==> config.mk <==
export PLATFORM = sky130hd
export DESIGN_NAME = async_rx_queue
export DESIGN_NICKNAME = d
export VERILOG_FILES = /design/src/rtl/arx_pkg.sv /design/src/rtl/arx_ctrl.sv /design/src/rtl/arx_dpath.sv /design/src/rtl/async_rx_queue.sv
export SDC_FILE = /design/constraint.sdc
export NUM_CORES = 1
export LEC_CHECK = 0
export BUFFER_PORTS_ARGS = -buffer_cell sky130_fd_sc_hd__buf_2
export CORE_MARGIN = 8
export CORE_UTILIZATION = 35
export CTS_CLUSTER_DIAMETER = 40
export DETAILED_ROUTE_END_ITERATION = 10
export PLACE_DENSITY_LB_ADDON = 0.25
export SYNTH_ARGS = -nofsm -noshare
export SYNTH_HDL_FRONTEND = slang
export SYNTH_SLANG_ARGS = --single-unit
==> constraint.sdc <==
create_clock -name clk -period 3.3 [get_ports clk]
set_input_delay 0.66 -clock clk [delete_from_list [all_inputs] [get_ports clk]]
set_output_delay 0.66 -clock clk [all_outputs]
set_load 0.005 [all_outputs]
==> src/rtl/arx_pkg.sv <==
package arx_pkg;

  // Strobes from the line sequencer to the datapath
  typedef struct packed {
    logic startChar;  // start bit confirmed at its centre
    logic dataBit;    // centre sample of a data bit
    logic parBit;     // centre sample of the parity bit
    logic finish;     // centre sample of the stop bit
    logic val;        // synchronised line value at the sample
  } rxStrobe_t;

  // One stored character with its error tags
  typedef struct packed {
    logic       brk;
    logic       frm;
    logic       par;
    logic [7:0] data;
  } rxEntry_t;

endpackage

==> src/rtl/arx_ctrl.sv <==
module arx_ctrl
  import arx_pkg::*;
#(
  parameter int OS = 16
) (
  input  logic       clk,
  input  logic       rstN,
  input  logic       tick16,
  input  logic       serIn,
  input  logic [1:0] charLen,
  input  logic       parityEn,
  output rxStrobe_t  strobe
);
  localparam int SW = $clog2(OS);
  localparam logic [SW-1:0] MID  = SW'(OS / 2 - 1);
  localparam logic [SW-1:0] LAST = SW'(OS - 1);

  typedef enum logic [2:0] {IDLE, START, DATA, PAR, STOP, HOLD} rxState_t;

  rxState_t      state;
  logic [1:0]    syncQ;
  logic [SW-1:0] subCnt;
  logic [2:0]    bitCnt;
  logic          allLow;
  logic          rxS;
  logic          sampleNow;
  logic [2:0]    lastBit;

  assign rxS       = syncQ[1];
  assign sampleNow = tick16 && (subCnt == LAST);
  assign lastBit   = {1'b0, charLen} + 3'd4;

  always_comb begin
    strobe           = '0;
    strobe.val       = rxS;
    strobe.startChar = (state == START) && tick16 && (subCnt == MID) && !rxS;
    strobe.dataBit   = (state == DATA) && sampleNow;
    strobe.parBit    = (state == PAR) && sampleNow;
    strobe.finish    = (state == STOP) && sampleNow;
  end

  always_ff @(posedge clk or negedge rstN) begin
    if (!rstN) begin
      syncQ  <= 2'b11;
      state  <= IDLE;
      subCnt <= '0;
      bitCnt <= '0;
      allLow <= 1'b0;
    end else begin
      syncQ <= {syncQ[0], serIn};
      unique case (state)
        IDLE: if (tick16 && !rxS) begin
          state  <= START;
          subCnt <= '0;
        end
        START: if (tick16) begin
          if (subCnt == MID) begin
            subCnt <= '0;
            bitCnt <= '0;
            allLow <= 1'b1;
            state  <= rxS ? IDLE : DATA;
          end else begin
            subCnt <= subCnt + 1'b1;
          end
        end
        DATA: if (tick16) begin
          subCnt <= subCnt + 1'b1;
          if (subCnt == LAST) begin
            allLow <= allLow & !rxS;
            bitCnt <= bitCnt + 1'b1;
            if (bitCnt == lastBit) state <= parityEn ? PAR : STOP;
          end
        end
        PAR: if (tick16) begin
          subCnt <= subCnt + 1'b1;
          if (subCnt == LAST) begin
            allLow <= allLow & !rxS;
            state  <= STOP;
          end
        end
        STOP: if (tick16) begin
          subCnt <= subCnt + 1'b1;
          if (subCnt == LAST) state <= (allLow && !rxS) ? HOLD : IDLE;
        end
        HOLD: if (rxS) state <= IDLE;
        default: state <= IDLE;
      endcase
    end
  end
endmodule

==> src/rtl/arx_dpath.sv <==
module arx_dpath
  import arx_pkg::*;
#(
  parameter int DEPTH    = 16,
  parameter int OS       = 16,
  parameter int TO_CHARS = 4
) (
  input  logic       clk,
  input  logic       rstN,
  input  logic       tick16,
  input  rxStrobe_t  strobe,
  input  logic [1:0] charLen,
  input  logic       parityEn,
  input  logic       parityOdd,
  input  logic       fifoEn,
  input  logic       popReq,
  output rxEntry_t   head,
  output logic       dataReady,
  output logic       overrun,
  output logic       timeoutFlag
);
  localparam int PW = $clog2(DEPTH);
  localparam int CW = PW + 1;
  localparam int TW = $clog2(TO_CHARS * 12 * OS + 1);

  logic [7:0]    shReg;
  logic          parSeen;
  logic          anyHigh;
  logic [7:0]    aligned;
  rxEntry_t      newEntry;
  rxEntry_t      mem [DEPTH];
  logic [PW-1:0] wrPtr, rdPtr;
  logic [CW-1:0] count, cap;
  logic          full, doPop, doPush;
  logic [TW-1:0] toCnt, limit;

  // Character assembly
  always_ff @(posedge clk or negedge rstN) begin
    if (!rstN) begin
      shReg   <= '0;
      parSeen <= 1'b0;
      anyHigh <= 1'b0;
    end else if (strobe.startChar) begin
      shReg   <= '0;
      parSeen <= 1'b0;
      anyHigh <= 1'b0;
    end else if (strobe.dataBit) begin
      shReg   <= {strobe.val, shReg[7:1]};
      anyHigh <= anyHigh | strobe.val;
    end else if (strobe.parBit) begin
      parSeen <= strobe.val;
      anyHigh <= anyHigh | strobe.val;
    end
  end

  always_comb begin
    aligned       = shReg >> (3'd3 - {1'b0, charLen});
    newEntry.data = aligned;
    newEntry.par  = parityEn & ((^aligned) ^ parSeen ^ parityOdd);
    newEntry.frm  = !strobe.val;
    newEntry.brk  = !anyHigh && !strobe.val;
  end

  // Queue
  assign cap       = fifoEn ? CW'(DEPTH) : CW'(1);
  assign full      = (count >= cap);
  assign doPop     = popReq && (count != '0);
  assign doPush    = strobe.finish && (!full || doPop);
  assign dataReady = (count != '0);
  assign head      = mem[rdPtr];

  always_ff @(posedge clk) begin
    if (doPush) mem[wrPtr] <= newEntry;
  end

  always_ff @(posedge clk or negedge rstN) begin
    if (!rstN) begin
      wrPtr   <= '0;
      rdPtr   <= '0;
      count   <= '0;
      overrun <= 1'b0;
    end else begin
      if (doPush) wrPtr <= wrPtr + 1'b1;
      if (doPop)  rdPtr <= rdPtr + 1'b1;
      count <= count + CW'(doPush) - CW'(doPop);
      if (strobe.finish && full && !doPop) overrun <= 1'b1;
      else if (popReq)                      overrun <= 1'b0;
    end
  end

  // Character timeout
  assign limit = TW'(TO_CHARS) * TW'(OS) *
                 (TW'(charLen) + TW'(7) + TW'(parityEn));

  always_ff @(posedge clk or negedge rstN) begin
    if (!rstN) begin
      toCnt       <= '0;
      timeoutFlag <= 1'b0;
    end else if (doPush || doPop || count == '0 || !fifoEn) begin
      toCnt       <= '0;
      timeoutFlag <= 1'b0;
    end else if (tick16 && !timeoutFlag) begin
      if (toCnt == limit - 1'b1) timeoutFlag <= 1'b1;
      else                       toCnt <= toCnt + 1'b1;
    end
  end
endmodule

==> src/rtl/async_rx_queue.sv <==
module async_rx_queue
  import arx_pkg::*;
#(
  parameter int DEPTH    = 16,
  parameter int OS       = 16,
  parameter int TO_CHARS = 4
) (
  input  logic       clk,
  input  logic       rstN,
  input  logic       tick16,
  input  logic       serIn,
  input  logic [1:0] charLen,
  input  logic       parityEn,
  input  logic       parityOdd,
  input  logic       fifoEn,
  input  logic       popReq,
  output logic [7:0] rdData,
  output logic       rdParErr,
  output logic       rdFrmErr,
  output logic       rdBrk,
  output logic       dataReady,
  output logic       overrun,
  output logic       timeoutFlag
);
  rxStrobe_t strobe;
  rxEntry_t  head;

  arx_ctrl #(.OS(OS)) ctrl_i (
    .clk(clk), .rstN(rstN), .tick16(tick16), .serIn(serIn),
    .charLen(charLen), .parityEn(parityEn), .strobe(strobe)
  );

  arx_dpath #(.DEPTH(DEPTH), .OS(OS), .TO_CHARS(TO_CHARS)) dpath_i (
    .clk(clk), .rstN(rstN), .tick16(tick16), .strobe(strobe),
    .charLen(charLen), .parityEn(parityEn), .parityOdd(parityOdd),
    .fifoEn(fifoEn), .popReq(popReq), .head(head),
    .dataReady(dataReady), .overrun(overrun), .timeoutFlag(timeoutFlag)
  );

  assign rdData   = head.data;
  assign rdParErr = head.par;
  assign rdFrmErr = head.frm;
  assign rdBrk    = head.brk;
endmodule

Word level (Yosys, flattened, before mapping)
Memories as Yosys holds them, arrays and structs flattened. Index checks and enable logic that the tools add are counted.

Register bits: 48. Memory bits (writable): 176. Input bits: 10. Word-level logic and storage cells: 155. Memories kept: 1.

Memory list: dpath_i.mem (words 16, bits a word 11, rd ports 1, clocked after Yosys merged registers in 0, write ports 1, RTL line arx_dpath.sv:31) `rxEntry_t mem [DEPTH];`.

Add/subtract/negate cells: 12. Magnitude comparators: 1. Equal/unequal tests: 25. Shift operators: 1. Multiplexer cells: 49. Bitwise logic cells: 5. Reductions and logical operators: 47.

Operators by type and width (count): two-way mux 3 bit (17); two-way mux 10 bit (3); != test 2 x 1 -> 1 bit, second input constant (10); case mux 3 bit (6 select lines) (1); two-way mux 1 bit (17); two-way mux 4 bit (4); two-way mux 8 bit (2); logical AND 1 bit (15); nonzero test 2 bit (7); adder 4 x 1 -> 4 bit, second input constant (3); != test 2 bit, second input constant (6); case mux 4 bit (3 select lines) (1); AND reduction 11 bit (1); adder 10 x 1 -> 10 bit, second input constant (1); equality test 10 bit (1); AND reduction 5 bit (2); subtractor 10 x 1 -> 10 bit, second input constant (1); parity 8 bit (1); >> shifter 8 x 3 -> 8 bit (1); equality test 3 x 2 -> 1 bit, second input constant (2); equality test 3 bit, second input constant (2); zero test 1 bit (6); case mux 3 bit (2 select lines) (1); AND reduction 2 bit (3); 26 further kinds (32).

Depth between registers and ports, before layout
Gate-level depths: netlist of the first run.

Word-level depth: 10. Depth in mapped cells: 13. Depth with buffers taken out: 13.

Cells and area by module
Synthesis of the first run repeated with hierarchy kept, for this count alone.

Cell total of the unflattened synthesis: 574. Area total of the unflattened synthesis: 9788.1 um^2.

Modules (own cells, without submodules): arx_dpath (times used 1, cells an instance 479, area an instance 8948.6 um^2, sequential area each 6160.9 um^2); arx_ctrl (times used 1, cells an instance 95, area an instance 839.6 um^2, sequential area each 327.8 um^2).

Worst setup path before layout of the first run
No wires, ideal clock.

Kind: input to register. From: input charLen[0]. To: register dpath_i.toCnt[9]. Data arrival time: 2.810 ns. Path slack: 0.412 ns. Stages: 10. Path buffers: 1. Path through: buf_6 > inv_1 > ha_1 > inv_1 > fa_1 > and3b_1 > o21ai_2 > o2111ai_2 > or4_1 > a21oi_1.

Longest elaborated chain between the ends: 6.

RTL lines: from (decl) (RTL line async_rx_queue.sv:12) `input logic [1:0] charLen,`; adder 2 x 3 -> 4 bit (RTL line arx_dpath.sv:93) `(TW'(charLen) + TW'(7) + TW'(parityEn));`; adder 4 x 1 -> 4 bit (RTL line arx_dpath.sv:93); subtractor 10 x 1 -> 10 bit (RTL line arx_dpath.sv:103) `if (toCnt == limit - 1'b1) timeoutFlag <= 1'b1;`; equality test 10 bit (RTL line arx_dpath.sv:103); != test 2 x 1 -> 1 bit (no source line); AND reduction 2 bit (no source line); to (signal assigned) (RTL line arx_dpath.sv:104) `else toCnt <= toCnt + 1'b1;`; to (decl) (RTL line arx_dpath.sv:35) `logic [TW-1:0] toCnt, limit;`.

Every way passes these cells. A chain may end at the register's enable or synchronous reset.

Final worst setup path of the first run
From: register dpath_i.rdPtr[0]. To: output rdData[0].

Longest elaborated chain between the ends: 1.

RTL lines: from (decl) (RTL line arx_dpath.sv:32) `logic [PW-1:0] wrPtr, rdPtr;`; from (signal assigned) (RTL line arx_dpath.sv:84) `if (doPop) rdPtr <= rdPtr + 1'b1;`; memory read (16 x 11 bit); to (decl) (RTL line async_rx_queue.sv:17) `output logic [7:0] rdData,`.

Every way passes these cells.

==> results.ini, run 1 <==
[run_status]
status = finished clean

[global_route]
grt_max_degree = 48
grt_pass1_vias = 5614
antenna_found_initial = 0
gr-total-overflow = 0
track_usage = 0.125
grt_pass1_wl_um = 32500

[cells_and_area]
num_antenna_cells = 0
final.fill_count = 2510
final_cell_mix = edfxtp_1, mux4_2, dfrtp_1
stdcell_count = 1043
layout_commonest_cell = edfxtp_1
final_cell_area_um2 = 11700
drive_above_1_share = 0.277
area_growth_pct = 19.2
fin_nets = 670

[cts]
cts_tree = done
cts_sinks = 224
clock_tree.buffer_depth = 3
cts_made_buffers = 34
cts.reportedPaths.clkPinSlew_ns = 0.05
h-tree-depth = 2
clk_latency_ns = 0.49
root_buffer = clkbuf_16

[power_and_ir_drop]
p_per_area_nw_per_um2 = 736
power_uw = 8580
ir_worst_vdd_v = 0.000463
leakage_uw = 0.00426

[setup_path]
ff2ff_path_depth = 13
arrival_ns = 2.46
cp_top_family = multiplexers
critPathSlowestCell = mux4_2
cpPeakStageDelay_ns = 0.55
cp-end-kind = output port
crit_top_cell = mux4_2
critPathMaxFanout = 16
path_cells = buf_6 > mux4_2 > mux4_2 > buf_2
critical_path_buf_inv_count = 2
worst-setup-path-type = reg2out
cp_num_cells = 4
cp-start-kind = flop
cp.required_ns = 2.64

[logic_synthesis]
synthFlopType = edfxtp_1
synth-async-reset-ratio = 0.214
synth_area_um2 = 9780
synth_cell_types = 64
synth.net_count = 605
ys_seq_area_frac = 0.664
postSynthCellCount = 574
syn_area_per_cell_um2 = 17.0
yosys_warnings = 0
synth_edf_count = 176
ys_ff_latch = 224

[placed_design]
routabilityCongestion = 0.819
post_dp_cell_area_um2 = 10500
post-dp-hpwl_um = 12600
place_ws_ns = 0.335
dp.cells = 981
numPortBuffers = 23

[sta]
setup_viol = 0
final.setup.tns_ns = 0
rsz0062_at_grt = false
slew_headroom = 0.280
final.period_utilization = 0.944
skew_ns = 0.0135
drv_slew = 0
worstMarginPinSlew_ns = 1.08
max_freq_mhz = 321
fin_ws_ns = 0.184
layout_min_cycle_time_ns = 3.12
hold_viol_final = 0

[die]
die_h_um = 183
io_pins = 24
start_util = 0.354
core_um2 = 27600
rows = 61
die_area_um2 = 33500
die_w_um = 183

[routing]
final_antenna_net_count = 0
drt_iter0_markers = 342
firstDrtPassIters = 4
vias_per_cell = 5.04
drc = 0
routed_wl_um = 20600
wl_per_cell_um = 19.8
vias = 5260

[hold_path]
hold_class = in2async

[flow_run]
cap_violations = 0

==> path summary, 6_finish.rpt <==
path | start | end | slack [ns]
worst max-delay path | dpath_i.rdPtr[0]$_DFFE_PN0P_ | rdData[0] | 0.18
worst min register to register | ctrl_i.syncQ[0]$_DFF_PN1_ | ctrl_i.syncQ[1]$_DFF_PN1_ | 0.36
max in group asynchronous | rstN | ctrl_i.syncQ[0]$_DFF_PN1_ | 2.31
worst max register to register | dpath_i.count[2]$_DFF_PN0_ | dpath_i.count[4]$_DFF_PN0_ | 0.46
min in group clk | serIn | ctrl_i.syncQ[0]$_DFF_PN1_ | 0.28
worst min-delay path | rstN | dpath_i.rdPtr[3]$_DFFE_PN0P_ | 0.19
==> report_power, final <==
part	internal (uW)	switching, uW	total, uW
registers	3130	174	3300
logic	810	826	1640
clock network	2360	1280	3640
==> cell usage after synthesis (3+ instances only) <==
cell type,count,area share
a21o_1,4,0.0031
a21oi_1,17,0.0087
a22o_1,8,0.0072
and2_1,4,0.0026
and3_1,16,0.010
buf_2,4,0.0020
buf_6,6,0.0069
clkbuf_1,11,0.0042
dfrtp_1,46,0.12
edfxtp_1,176,0.54
ha_1,19,0.024
inv_1,23,0.0088
mux2i_1,5,0.0051
mux4_2,57,0.13
nand2_1,18,0.0069
nand2b_1,5,0.0032
nand3_1,12,0.0061
nand3b_1,3,0.0023
nand4_1,4,0.0026
nor2_1,27,0.010
nor2b_1,7,0.0045
nor3_1,6,0.0031
o2111ai_1,3,0.0027
o21ai_0,14,0.0072
o21ai_1,3,0.0015
or3_1,4,0.0026
xnor2_1,15,0.013
xor2_1,8,0.0072
==> state kept, by name, summed over array words and instances (netlist names), 3 cells and up <==
register       flops
dpath_i.toCnt     10
dpath_i.wrPtr      4
dpath_i.count      5
ctrl_i.subCnt      4
dpath_i.shReg      8
ctrl_i.state       3
dpath_i.mem      176
dpath_i.rdPtr      4
ctrl_i.bitCnt      3
==> kinds of logic after synthesis <==
family,synth area share
flip-flops,0.664
AND/OR/NAND/NOR,0.0636
AO/OA/AOI/OAI,0.0488
XOR/XNOR,0.0262
buffers and inverters,0.0251
multiplexers,0.144
adder cells (fa/ha/maj),0.0284
==> what timing repair did <==
action                     4_1_cts  5_1_grt
buffers inserted                 0        0
hold buffers                     0        0
gates resized for setup          0        1
setup endpoints to repair        0        2
==> final cells by class <==
cell class | count | area, um^2 | share of cell area
Inverter | 25 | 93.8 | 0.00805
Timing Repair Buffer | 54 | 377 | 0.0323
Clock inverter | 20 | 231 | 0.0199
Multi-Input combinational cell | 300 | 3050 | 0.261
Clock buffer | 42 | 945 | 0.0810
Tap cell | 378 | 473 | 0.0406
Sequential cell | 224 | 6490 | 0.557
==> worst reg2reg max path, stage by stage (launching register included) <==
cell and delay, ns:
dfrtp_1 0.39, inv_1 0.12, ha_1 0.17, or4b_4 0.48
nand2_2 0.14, inv_1 0.10, ha_1 0.28, inv_1 0.03
ha_1 0.20, fa_1 0.40, a21oi_1 0.16, nor2_1 0.05
nor2_1 0.11, xnor2_1 0.13
==> metal layers <==
layer	vias to the layer above	share of wire	track usage	wire length, um
li1	2399	-	-	-
met4	0	0.015	0.0351	317
met3	27	0.052	0.0241	1080
met5	-	0	0	0
met2	97	0.50	0.213	10200
met1	2737	0.44	0.162	9010
==> through the flow <==
step                hold slack (ns)   util
global route                  0.227  0.422
CTS                           0.193  0.422
finish                        0.194  0.422
detailed placement            0.355  0.379
floorplan                     0.345      -
global placement              0.352  0.379
Power figures use the tool's default switching activity.
==> run 2: changes to the inputs <==
--- a/config.mk
+++ b/config.mk
@@ -5,6 +5,8 @@
 export SDC_FILE = /design/constraint.sdc
 export NUM_CORES = 1
 export LEC_CHECK = 0
+export ABC_AREA = 1
+export ABC_CLOCK_PERIOD_IN_PS = 3300
 export BUFFER_PORTS_ARGS = -buffer_cell sky130_fd_sc_hd__buf_2
 export CORE_MARGIN = 8
 export CORE_UTILIZATION = 35
==> results.ini, run 2 <==
[run_status]
status = finished clean  ; unchanged

[die]
die_w_um = 186  ; was 183 um
start_util = 0.354  ; about the same
die_area_um2 = 34500  ; was 33,500 um^2
rows = 62  ; was 61
io_pins = 24  ; unchanged
core_um2 = 28500  ; was 27,600 um^2
die_h_um = 186  ; was 183 um

[cts]
clk_latency_ns = 0.52  ; was 0.49 ns
cts_made_buffers = 34  ; unchanged
h-tree-depth = 2  ; unchanged
cts_sinks = 224  ; unchanged
post_cts_resize_count = 0  ; unchanged
cts.reportedPaths.clkPinSlew_ns = 0.06  ; was 0.05 ns
clock_tree.buffer_depth = 3  ; unchanged
cts_tree = done  ; unchanged
post-cts-setup-buffers = 0  ; unchanged
hold_buffers = 0  ; unchanged
root_buffer = clkbuf_16  ; unchanged

[logic_synthesis]
synth_common_cells = edfxtp_1, nand2_1, nor2_1  ; was edfxtp_1, mux4_2, dfrtp_1
synth_top_cell_area_share = 0.523  ; was 0.541
postSynthCellCount = 937  ; was 574
synth_cell_types = 40  ; was 64
yosys-top-cells-area = edfxtp_1, dfrtp_1, nand2_1  ; was edfxtp_1, mux4_2, dfrtp_1
synth_area_um2 = 10100  ; was 9780 um^2
synth_area_leader_cell = edfxtp_1  ; unchanged
synth-async-reset-ratio = 0.214  ; unchanged
synth_edf_count = 176  ; unchanged
ys_ff_latch = 224  ; unchanged
syn_area_per_cell_um2 = 10.8  ; was 17.0 um^2
synth.net_count = 968  ; was 605
yosys_warnings = 0  ; unchanged
ys_seq_area_frac = 0.643  ; was 0.664
synthFlopType = edfxtp_1  ; unchanged
synth.most_common_cell = edfxtp_1  ; unchanged

[power_and_ir_drop]
pwr-share-clk = 0.353  ; was 0.424
p_int_uw = 6570  ; was 6300 uW
ir_worst_vdd_v = 0.000577  ; was 0.000463 V
leakage_uw = 0.00462  ; was 0.00426 uW
pwr-share-comb = 0.306  ; was 0.191
power_frac_seq = 0.341  ; was 0.385
swShare = 0.355  ; was 0.266
p_per_area_nw_per_um2 = 852  ; was 736 nW/um^2
p_switching_uw = 3620  ; was 2280 uW

[routing]
firstDrtPassIters = 4  ; unchanged
vias_per_cell = 5.00  ; was 5.04
drt_iter0_markers = 361  ; was 342
final_antenna_net_count = 0  ; unchanged
vias = 6983  ; was 5,260
routed_wl_um = 23700  ; was 20,600 um
drc = 0  ; unchanged
wl_per_cell_um = 16.9  ; was 19.8 um

[sta]
rsz0062_at_grt = false  ; unchanged
setup_viol = 0  ; unchanged
skew_ns = 0.0214  ; was 0.0135 ns
drv_slew = 0  ; unchanged
final.setup.tns_ns = 0  ; unchanged
worstMarginPinSlew_ns = 1.16  ; was 1.08 ns
max_freq_mhz = 327  ; was 321 MHz
slew_headroom = 0.221  ; was 0.280
layout_min_cycle_time_ns = 3.05  ; was 3.12 ns
final.period_utilization = 0.926  ; was 0.944
hold_viol_final = 0  ; unchanged

[cells_and_area]
final_cell_mix = edfxtp_1, nand2_1, nor2_1  ; was edfxtp_1, mux4_2, dfrtp_1
top_register = dpath_i.mem  ; unchanged
largest_register_ffs = 176  ; unchanged
top_regs = dpath_i.mem (176), dpath_i.toCnt (10), dpath_i.shReg (8)  ; unchanged
final.fill_count = 2769  ; was 2,510
area_growth_pct = 18.4  ; was 19.2%
drive_above_1_share = 0.142  ; was 0.277
num_antenna_cells = 0  ; unchanged
stdcell_count = 1397  ; was 1,043
layout_commonest_cell = edfxtp_1  ; unchanged
fin_nets = 1021  ; was 670

[setup_path]
cp-start-kind = flop  ; unchanged
cpPeakStageDelay_ns = 0.42  ; was 0.55 ns
cp.required_ns = 2.64  ; about the same
arrival_ns = 2.39  ; was 2.46 ns
cp-end-kind = output port  ; unchanged
path_cells = inv_2 > buf_12 > o21ai_0 > o221ai_1 > o211ai_1 > nand2_1 > buf_2  ; was buf_6 > mux4_2 > mux4_2 > buf_2
critPathMaxFanout = 55  ; was 16
worst-setup-path-type = reg2out  ; unchanged
critPathSlowestCell = dfrtp_2  ; was mux4_2

[flow_run]
cap_violations = 0  ; unchanged

[global_route]
grt_pass1_vias = 6820  ; was 5,614
track_usage = 0.140  ; was 0.125
antenna_found_initial = 0  ; unchanged
gr-total-overflow = 0  ; unchanged
grt_pass1_wl_um = 37900  ; was 32,500 um
grt_max_degree = 91  ; was 48

[placed_design]
dp.cells = 1338  ; was 981
routabilityCongestion = 0.770  ; was 0.819
numPortBuffers = 23  ; unchanged
post-dp-hpwl_um = 14400  ; was 12,600 um

[hold_path]
hold_class = in2async  ; unchanged

-- run 2: cell count changes after synthesis, sizes merged, moves of 10 or more --
cell	change
o221ai	+32
xnor2	-14
inv	+44
o211ai	+10
nand3	+47
mux4	-59
and3	-17
nand2	+136
nor2	+120
o22ai	+10
clkbuf	+19
o21ai	+93
-- run 2: stage by stage --
| step | setup WS (ns) | utilization | area (um^2) | hold WS (ns) | total power (uW) |
|---|---|---|---|---|---|
| finish | 0.245 | 0.419 | 12000 | 0.113 | 10200 |
| global route | 0.0796 | 0.419 | 12000 | 0.132 | 10800 |
| CTS | 0.219 | 0.419 | 12000 | 0.114 | 10300 |
| detailed placement | 0.280 | 0.379 | 10800 | 0.349 | 6660 |
| global placement | 0.319 | 0.379 | 10800 | 0.347 | 6640 |
| floorplan | 0.632 | - | 10100 | 0.345 | 5540 |
-- run 2: cell type report --
| cell class | instances | area [um^2] | area share |
|---|---|---|---|
| well taps | 384 | 480 | 0.0402 |
| multi-input cells | 601 | 3160 | 0.264 |
| repair buffers | 60 | 418 | 0.0349 |
| clock buffers | 37 | 883 | 0.0738 |
| inverters | 69 | 262 | 0.0219 |
| clock inverters | 22 | 267 | 0.0223 |
| flip-flops and latches | 224 | 6490 | 0.543 |
-- run 2: per-layer routing --
| metal | vias to the layer above | share of wire | wire, um | track usage |
|---|---|---|---|---|
| li1 | 3413 | - | - | - |
| met1 | 3403 | 0.49 | 11600 | 0.195 |
| met2 | 140 | 0.45 | 10700 | 0.223 |
| met3 | 27 | 0.045 | 1060 | 0.0250 |
| met4 | 0 | 0.014 | 342 | 0.0349 |
| met5 | - | 0 | 0 | 0 |
-- run 2: path summary, 6_finish.rpt --
check / start / end / slack, ns / cells past startpoint
hold / removal: rstN / ctrl_i.state[1]$_DFFE_PN0P_ / 0.11 / 1
hold reg to reg: ctrl_i.syncQ[0]$_DFF_PN1_ / ctrl_i.syncQ[1]$_DFF_PN1_ / 0.36 / 0
setup reg to reg: dpath_i.count[2]$_DFF_PN0_ / dpath_i.count[4]$_DFF_PN0_ / 0.62 / 13
setup / recovery: dpath_i.rdPtr[0]$_DFFE_PN0P_ / rdData[4] / 0.25 / 7
max in group asynchronous: rstN / ctrl_i.syncQ[1]$_DFF_PN1_ / 2.54 / 2
min in group clk: serIn / ctrl_i.syncQ[0]$_DFF_PN1_ / 0.27 / 1
-- run 2: power groups by stage --
stage          Sequential (uW)  Clock (uW)  Combinational (uW)
6_report                  3470        3600                3120
2_1_floorplan             3490           0                2050
3_3_place_gp              3520           0                3120
4_1_cts                   3470        3670                3140
3_5_place_dp              3520           0                3140
5_1_grt                   3490        3780                3510
-- run 2: logic make-up (layout without fill, tap and decap cells) --
kind of cell | Yosys count | in the layout | synth area share
AOI/OAI and AO/OA | 186 | 186 | 0.113
xor gates and xnor gates | 16 | 16 | 0.0139
adders and majority gates | 21 | 21 | 0.0275
buffers and inverters | 112 | 188 | 0.0444
DFF | 224 | 224 | 0.643
and+or+nand+nor | 378 | 378 | 0.159
-- run 2: worst max-delay path: cells and delay by family, from the launching register on --
kind	cells	cell delay [ns]
compound gates	3	0.45
buf+inv	3	0.80
simple gates	1	0.17
flops	1	0.42
